<file path="src/rtl/dlp_pkg.sv">
package dlp_pkg;
  localparam int OPC_W = 3;
  localparam logic [OPC_W-1:0] OPC_STOP   = 3'b001;
  localparam logic [OPC_W-1:0] OPC_BRANCH = 3'b010;
  localparam logic [OPC_W-1:0] OPC_CALL   = 3'b011;

  typedef enum logic [2:0] {
    ST_IDLE,
    ST_RUN,
    ST_FETCH,
    ST_ADDR,
    ST_STORE
  } dlp_state_e;

  typedef enum logic [1:0] {
    INS_NOP,
    INS_STOP,
    INS_BRANCH,
    INS_CALL
  } dlp_ins_e;
endpackage

</file>
<file path="src/rtl/dlp_decode.sv">
module dlp_decode
  import dlp_pkg::*;
(
  input  logic             flag,
  input  logic [OPC_W-1:0] opc,
  output logic             is_instr,
  output dlp_ins_e         ins
);
  assign is_instr = flag;

  always_comb begin
    case (opc)
      OPC_STOP:   ins = INS_STOP;
      OPC_BRANCH: ins = INS_BRANCH;
      OPC_CALL:   ins = INS_CALL;
      default:    ins = INS_NOP;
    endcase
  end
endmodule

</file>
<file path="src/rtl/dlp_cwa.sv">
module dlp_cwa #(
  parameter int AW = 15
) (
  input  logic          clk,
  input  logic          rst,
  input  logic          load,
  input  logic [AW-1:0] load_val,
  input  logic          inc,
  output logic [AW-1:0] cwa
);
  always_ff @(posedge clk) begin
    if (rst)       cwa <= '0;
    else if (load) cwa <= load_val;
    else if (inc)  cwa <= cwa + AW'(1);
  end
endmodule

</file>
<file path="src/rtl/dlp_ctrl.sv">
module dlp_ctrl
  import dlp_pkg::*;
#(
  parameter int W  = 16,
  parameter int AW = 15
) (
  input  logic          clk,
  input  logic          rst,
  input  logic          load_req,
  input  logic [AW-1:0] load_addr,
  input  logic          disp_req,
  input  logic          mem_ack,
  input  logic [W-1:0]  mem_rdata,
  input  logic          word_is_instr,
  input  dlp_ins_e      word_ins,
  input  logic [AW-1:0] cwa,
  output logic          cwa_load,
  output logic [AW-1:0] cwa_load_val,
  output logic          cwa_inc,
  output logic          disp_valid,
  output logic [W-1:0]  disp_data,
  output logic          disp_last,
  output logic          busy,
  output logic          mem_req,
  output logic          mem_we,
  output logic [AW-1:0] mem_addr,
  output logic [W-1:0]  mem_wdata
);
  localparam int PADW = W - AW;

  dlp_state_e    state;
  logic          is_call;
  logic [AW-1:0] ret_q;
  logic [AW-1:0] tgt_q;
  logic          ind_bit;
  logic [AW-1:0] target;

  assign ind_bit = mem_rdata[W-1];
  assign target  = mem_rdata[AW-1:0];

  always_comb begin
    cwa_load     = 1'b0;
    cwa_load_val = load_addr;
    cwa_inc      = 1'b0;
    case (state)
      ST_IDLE, ST_RUN: cwa_load = load_req;
      ST_FETCH:        cwa_inc  = mem_ack;
      ST_ADDR: begin
        if (mem_ack && !ind_bit && !is_call) begin
          cwa_load     = 1'b1;
          cwa_load_val = target;
        end
      end
      ST_STORE: begin
        if (mem_ack) begin
          cwa_load     = 1'b1;
          cwa_load_val = tgt_q + AW'(1);
        end
      end
      default: ;
    endcase
  end

  always_ff @(posedge clk) begin
    if (rst) begin
      state      <= ST_IDLE;
      is_call    <= 1'b0;
      ret_q      <= '0;
      tgt_q      <= '0;
      disp_valid <= 1'b0;
      disp_data  <= '0;
      disp_last  <= 1'b0;
      busy       <= 1'b0;
      mem_req    <= 1'b0;
      mem_we     <= 1'b0;
      mem_addr   <= '0;
      mem_wdata  <= '0;
    end else begin
      disp_valid <= 1'b0;
      disp_last  <= 1'b0;
      case (state)
        ST_IDLE: begin
          if (load_req) begin
            busy  <= 1'b1;
            state <= ST_RUN;
          end
        end
        ST_RUN: begin
          if (!load_req && disp_req) begin
            mem_req  <= 1'b1;
            mem_we   <= 1'b0;
            mem_addr <= cwa;
            state    <= ST_FETCH;
          end
        end
        ST_FETCH: begin
          if (mem_ack) begin
            if (!word_is_instr) begin
              mem_req    <= 1'b0;
              disp_valid <= 1'b1;
              disp_data  <= mem_rdata;
              state      <= ST_RUN;
            end else begin
              case (word_ins)
                INS_STOP: begin
                  mem_req    <= 1'b0;
                  disp_valid <= 1'b1;
                  disp_last  <= 1'b1;
                  disp_data  <= mem_rdata;
                  busy       <= 1'b0;
                  state      <= ST_IDLE;
                end
                INS_BRANCH, INS_CALL: begin
                  is_call  <= (word_ins == INS_CALL);
                  ret_q    <= cwa + AW'(2);
                  mem_addr <= cwa + AW'(1);
                  state    <= ST_ADDR;
                end
                default: begin
                  mem_req <= 1'b0;
                  state   <= ST_RUN;
                end
              endcase
            end
          end
        end
        ST_ADDR: begin
          if (mem_ack) begin
            if (ind_bit) begin
              mem_addr <= target;
            end else if (is_call) begin
              mem_we    <= 1'b1;
              mem_addr  <= target;
              mem_wdata <= {{PADW{1'b0}}, ret_q};
              tgt_q     <= target;
              state     <= ST_STORE;
            end else begin
              mem_req <= 1'b0;
              state   <= ST_RUN;
            end
          end
        end
        ST_STORE: begin
          if (mem_ack) begin
            mem_req <= 1'b0;
            mem_we  <= 1'b0;
            state   <= ST_RUN;
          end
        end
        default: state <= ST_IDLE;
      endcase
    end
  end

  AST_REQ_STABLE: assert property (@(posedge clk) disable iff (rst)
    (mem_req && !mem_ack) |=> (mem_req && $stable(mem_addr) && $stable(mem_we)));
  AST_ONE_PULSE: assert property (@(posedge clk) disable iff (rst)
    disp_valid |=> !disp_valid);
  AST_STOP_ENDS: assert property (@(posedge clk) disable iff (rst)
    disp_last |-> (!busy && disp_valid));
  AST_IDLE_QUIET: assert property (@(posedge clk) disable iff (rst)
    !busy |-> !mem_req);
  AST_RET_PLAIN: assert property (@(posedge clk) disable iff (rst)
    (mem_req && mem_we) |-> !mem_wdata[W-1]);
  AST_LOAD_LOCKOUT: assert property (@(posedge clk) disable iff (rst)
    ((state == ST_ADDR || state == ST_STORE) && load_req && !mem_ack) |=> $stable(cwa));
endmodule

</file>
<file path="src/rtl/dlp_top.sv">
module dlp_top
  import dlp_pkg::*;
#(
  parameter int W  = 16,
  parameter int AW = 15
) (
  input  logic          clk,
  input  logic          rst,
  input  logic          load_req,
  input  logic [AW-1:0] load_addr,
  input  logic          disp_req,
  output logic          disp_valid,
  output logic [W-1:0]  disp_data,
  output logic          disp_last,
  output logic          busy,
  output logic          mem_req,
  output logic          mem_we,
  output logic [AW-1:0] mem_addr,
  output logic [W-1:0]  mem_wdata,
  input  logic          mem_ack,
  input  logic [W-1:0]  mem_rdata
);
  logic          word_is_instr;
  dlp_ins_e      word_ins;
  logic [AW-1:0] cwa;
  logic          cwa_load;
  logic [AW-1:0] cwa_load_val;
  logic          cwa_inc;

  dlp_decode u_dec (
    .flag     (mem_rdata[W-1]),
    .opc      (mem_rdata[OPC_W-1:0]),
    .is_instr (word_is_instr),
    .ins      (word_ins)
  );

  dlp_cwa #(.AW(AW)) u_cwa (
    .clk      (clk),
    .rst      (rst),
    .load     (cwa_load),
    .load_val (cwa_load_val),
    .inc      (cwa_inc),
    .cwa      (cwa)
  );

  dlp_ctrl #(.W(W), .AW(AW)) u_ctrl (
    .clk           (clk),
    .rst           (rst),
    .load_req      (load_req),
    .load_addr     (load_addr),
    .disp_req      (disp_req),
    .mem_ack       (mem_ack),
    .mem_rdata     (mem_rdata),
    .word_is_instr (word_is_instr),
    .word_ins      (word_ins),
    .cwa           (cwa),
    .cwa_load      (cwa_load),
    .cwa_load_val  (cwa_load_val),
    .cwa_inc       (cwa_inc),
    .disp_valid    (disp_valid),
    .disp_data     (disp_data),
    .disp_last     (disp_last),
    .busy          (busy),
    .mem_req       (mem_req),
    .mem_we        (mem_we),
    .mem_addr      (mem_addr),
    .mem_wdata     (mem_wdata)
  );
endmodule

</file>
<file path="config.mk">
export PLATFORM = sky130hd
export DESIGN_NAME = dlp_top
export DESIGN_NICKNAME = d
export VERILOG_FILES = /design/src/rtl/dlp_pkg.sv /design/src/rtl/dlp_decode.sv /design/src/rtl/dlp_cwa.sv /design/src/rtl/dlp_ctrl.sv /design/src/rtl/dlp_top.sv
export SDC_FILE = /design/constraint.sdc
export NUM_CORES = 1
export LEC_CHECK = 0
export CORE_MARGIN = 10
export CORE_UTILIZATION = 54
export DETAILED_ROUTE_END_ITERATION = 8
export GPL_TIMING_DRIVEN = 0
export PLACE_DENSITY = 0.81
export SKIP_CTS_REPAIR_TIMING = 1
export SYNTH_ARGS = -nofsm -noshare
export SYNTH_HDL_FRONTEND = slang
export SYNTH_SLANG_ARGS = --single-unit
</file>
<file path="constraint.sdc">
create_clock -name clk -period 2.7 [get_ports clk]
set_clock_uncertainty 0.2 [all_clocks]
set_input_delay 0.405 -clock clk [delete_from_list [all_inputs] [get_ports clk]]
set_output_delay 0.405 -clock clk [all_outputs]
set_load 0.005 [all_outputs]
</file>
==> summary.txt <==
Status
  – Status: finished, final reports clean

Route
  – Top Metal Used: met4
  – DR iter-0 viols: 636
  – Via count: 5496
  – Via density: 6.23
  – Drt pass-1 iters: 5
  – Routed length per instance: 22.0 um
  – Antenna viol nets, final: 0
  – Total wire length: 19.4 mm
  – DRC viols: 0
  – Met2 WL: 8.51 mm
  – Wl on met1: 8.03 mm
  – DR WL met3: 2.06 mm

Layout
  – Area Overhead vs Synth: 23.2%
  – Layout cell share with drive strength beyond 1: 0.0823
  – Nets: 787
  – FF+latch area: 2000 sq um
  – Multi-input gate area: 2960 sq um
  – N_diodes: 0
  – # fillers: 808
  – Final instance area: 6440 sq um

Logic synthesis
  – Seq/Total Area, Yosys: 0.383
  – Post-synthesis mux area share: 0.0442
  – Top_reg_cell synth: dfxtp_1
  – Syn Nets: 691
  – Main combinational cell family by area after synthesis: simple AND/OR/NAND/NOR gates
  – Mapped Cells: 652
  – Asr flop ratio synth: 0
  – Adder-Cell Fraction of Synth Area: 0.00718
  – Post-Synth Simple-Gate Area: 0.246
  – Complex-gate fraction of the synthesized area: 0.212
  – Number of enable flip-flop cells after synthesis: 0
  – Post-Syn Area: 5230 sq um
  – XOR/XNOR Fraction of Synth Area: 0.0519
  – Mapped Avg Cell Area: 8.02 sq um
  – Ys Warns: 0
  – Register bit total from synthesis: 100
  – Synth cell types: 72

Floorplan
  – I/O pins: 88
  – Die height: 118 um
  – Die width: 118 um
  – CORE AREA: 9330 sq um
  – # rows: 35
  – Die ar.: 14000 sq um
  – Initial Utilization: 0.561

GRT
  – Largest net degree at the start of global routing: 19
  – Initial antenna violation count: 0
  – GRT Util Overall: 0.266
  – Overflow after GRT: 0
  – Vias in the first global route: 5285
  – First-pass GRT wire length: 29.9 mm

Place
  – Port buffer count: 85
  – Gpl congestion: 1.01
  – HPWL Detailed: 14.9 mm
  – DP Area: 6240 sq um

Worst setup path
  – Flop2flop setup slack: 0.05 ns
  – Worst path top cell family by delay: buffers and inverters
  – CP peak stage delay: 0.64 ns
  – Critical-path cell list: clkdlybuf4s50_1, nand3b_1, a211o_1, and2_1, buf_2, a221oi_1, nor3_1
  – Worst Path Arrival: 2.72 ns
  – Buf+Inv Stages, Crit Path: 2
  – CP required: 2.74 ns
  – Max Fanout on Critical Path: 10
  – Worst Setup Path Type: in -> reg
  – Startpoint Class: input port
  – Critical Path End Type: flop
  – Crit-path slowest cell: clkdlybuf4s50_1

Clock tree
  – CTS tree: done
  – Max clock buf depth: 2
  – Number of buffers created by CTS: 9
  – H-tree depth: 3
  – Clock root cell: clkbuf_8
  – Clock sink count: 100
  – Worst skew pair latency: 0.38 ns
  – Clk pin slew, worst setup/hold paths: 0.10 ns

Power
  – Pwr dens: 472 nW/um^2
  – Peak VDD IR: 0.273 mV
  – Power Total: 3040 uW
  – Leak: 0.00211 uW

Flow run
  – Max Cap Violations: 0

STA
  – Final Max Slew Viols: 0
  – Tcrit/Tclk final: 0.991
  – Hold violation count in the final report: 0
  – Setup TNS: 0 ns
  – Fmax: 0.374 GHz
  – Final Critical Period: 2.68 ns
  – Slew HR: 0.434
  – Final setup violation count: 0
  – Worst-margin pin slew: 0.847 ns
  – RSZ-0062 raised after global routing: no

Worst hold path
  – HP Class: reg -> reg
[layer usage]
metal | up-vias | global-route usage
li1 | 2517 | -
met4 | 0 | 0.122
met2 | 331 | 0.415
met3 | 49 | 0.0647
met1 | 2599 | 0.339
met5 | - | 0
[layout make-up]
cell class,instances,share of cell area
Inverter,4,0.00233
Multi-Input combinational cell,487,0.459
Timing Repair Buffer,85,0.132
Buffer,61,0.0429
Clock inverter,6,0.00815
Sequential cell,100,0.311
Tap cell,129,0.0250
Clock buffer,10,0.0198
[synth_stat cells, drive strengths merged, types with 8 or more instances]
cell type	n	area (sq um)
nand2	105	397
dfxtp	100	2000
nor2	73	284
a21oi	58	290
clkbuf	34	128
buf	27	145
mux2i	22	220
a211oi	20	155
o21ai	19	95.1
xnor2	18	158
nor3	17	85.1
nand3	15	75.1
xor2	13	114
nand4	12	75.1
a221oi	10	87.6
o22ai	8	50.1
[report_power, final]
part	switching (uW)	internal, uW	leakage, uW	total [uW]
sequential	34.9	1520	0.000811	1550
clock	578	353	0.0000858	931
combinational	337	221	0.00122	557
[final timing paths]
check | from | to | cells after the start
setup reg to reg | u_cwa.cwa[1] | u_cwa.cwa[13] | 7
setup / recovery | mem_rdata[2] | u_ctrl.mem_addr[6] | 7
hold reg to reg | u_ctrl.mem_wdata[2] | u_ctrl.mem_wdata[2] | 2
hold / removal | u_ctrl.mem_wdata[2] | u_ctrl.mem_wdata[2] | 2
[placed cells by master, fill, tap and decap left out, drive strengths merged, types with 10 or more instances in the layout]
master,instances
xor2,13
clkdlybuf4s50,85
a211oi,20
o21ai,19
nand4,12
clkbuf,44
nor2,73
dfxtp,100
nand2,105
nand3,15
a21oi,58
buf,27
nor3,17
a221oi,10
xnor2,18
mux2i,22
[tightest hold or removal path: stages (launching register included)]
cell and delay (ns):
dfxtp_1 0.32, nand2_1 0.05, a21oi_1 0.05
[through the flow]
stage	utilization	setup slack [ns]	instances	hold WS [ns]
detailed placement	0.669	-0.282	866	0.247
global route	0.691	0.00396	882	0.286
floorplan	-	0.697	652	0.231
global placement	0.669	-0.283	866	0.239
CTS	0.689	0.00742	882	0.259
finish	0.691	0.0238	882	0.258
[state kept, by name (all words and copies together) (netlist names), 3 cells and up]
name and cells:
u_ctrl.ret_q 15, u_ctrl.state 3, u_ctrl.mem_wdata 15, u_ctrl.tgt_q 15, u_ctrl.mem_addr 15, u_cwa.cwa 15, u_ctrl.disp_data 16
[logic make-up (layout without fill, tap and decap cells)]
| kind of cell | Yosys count | after routing |
|---|---|---|
| buffers and inverters | 65 | 166 |
| other | 1 | 1 |
| xor gates and xnor gates | 31 | 31 |
| and+or+nand+nor | 265 | 265 |
| muxes | 23 | 23 |
| DFF | 100 | 100 |
| adders and majority gates | 3 | 3 |
| AOI/OAI and AO/OA | 164 | 164 |
(Power assumes the default switching activity.)
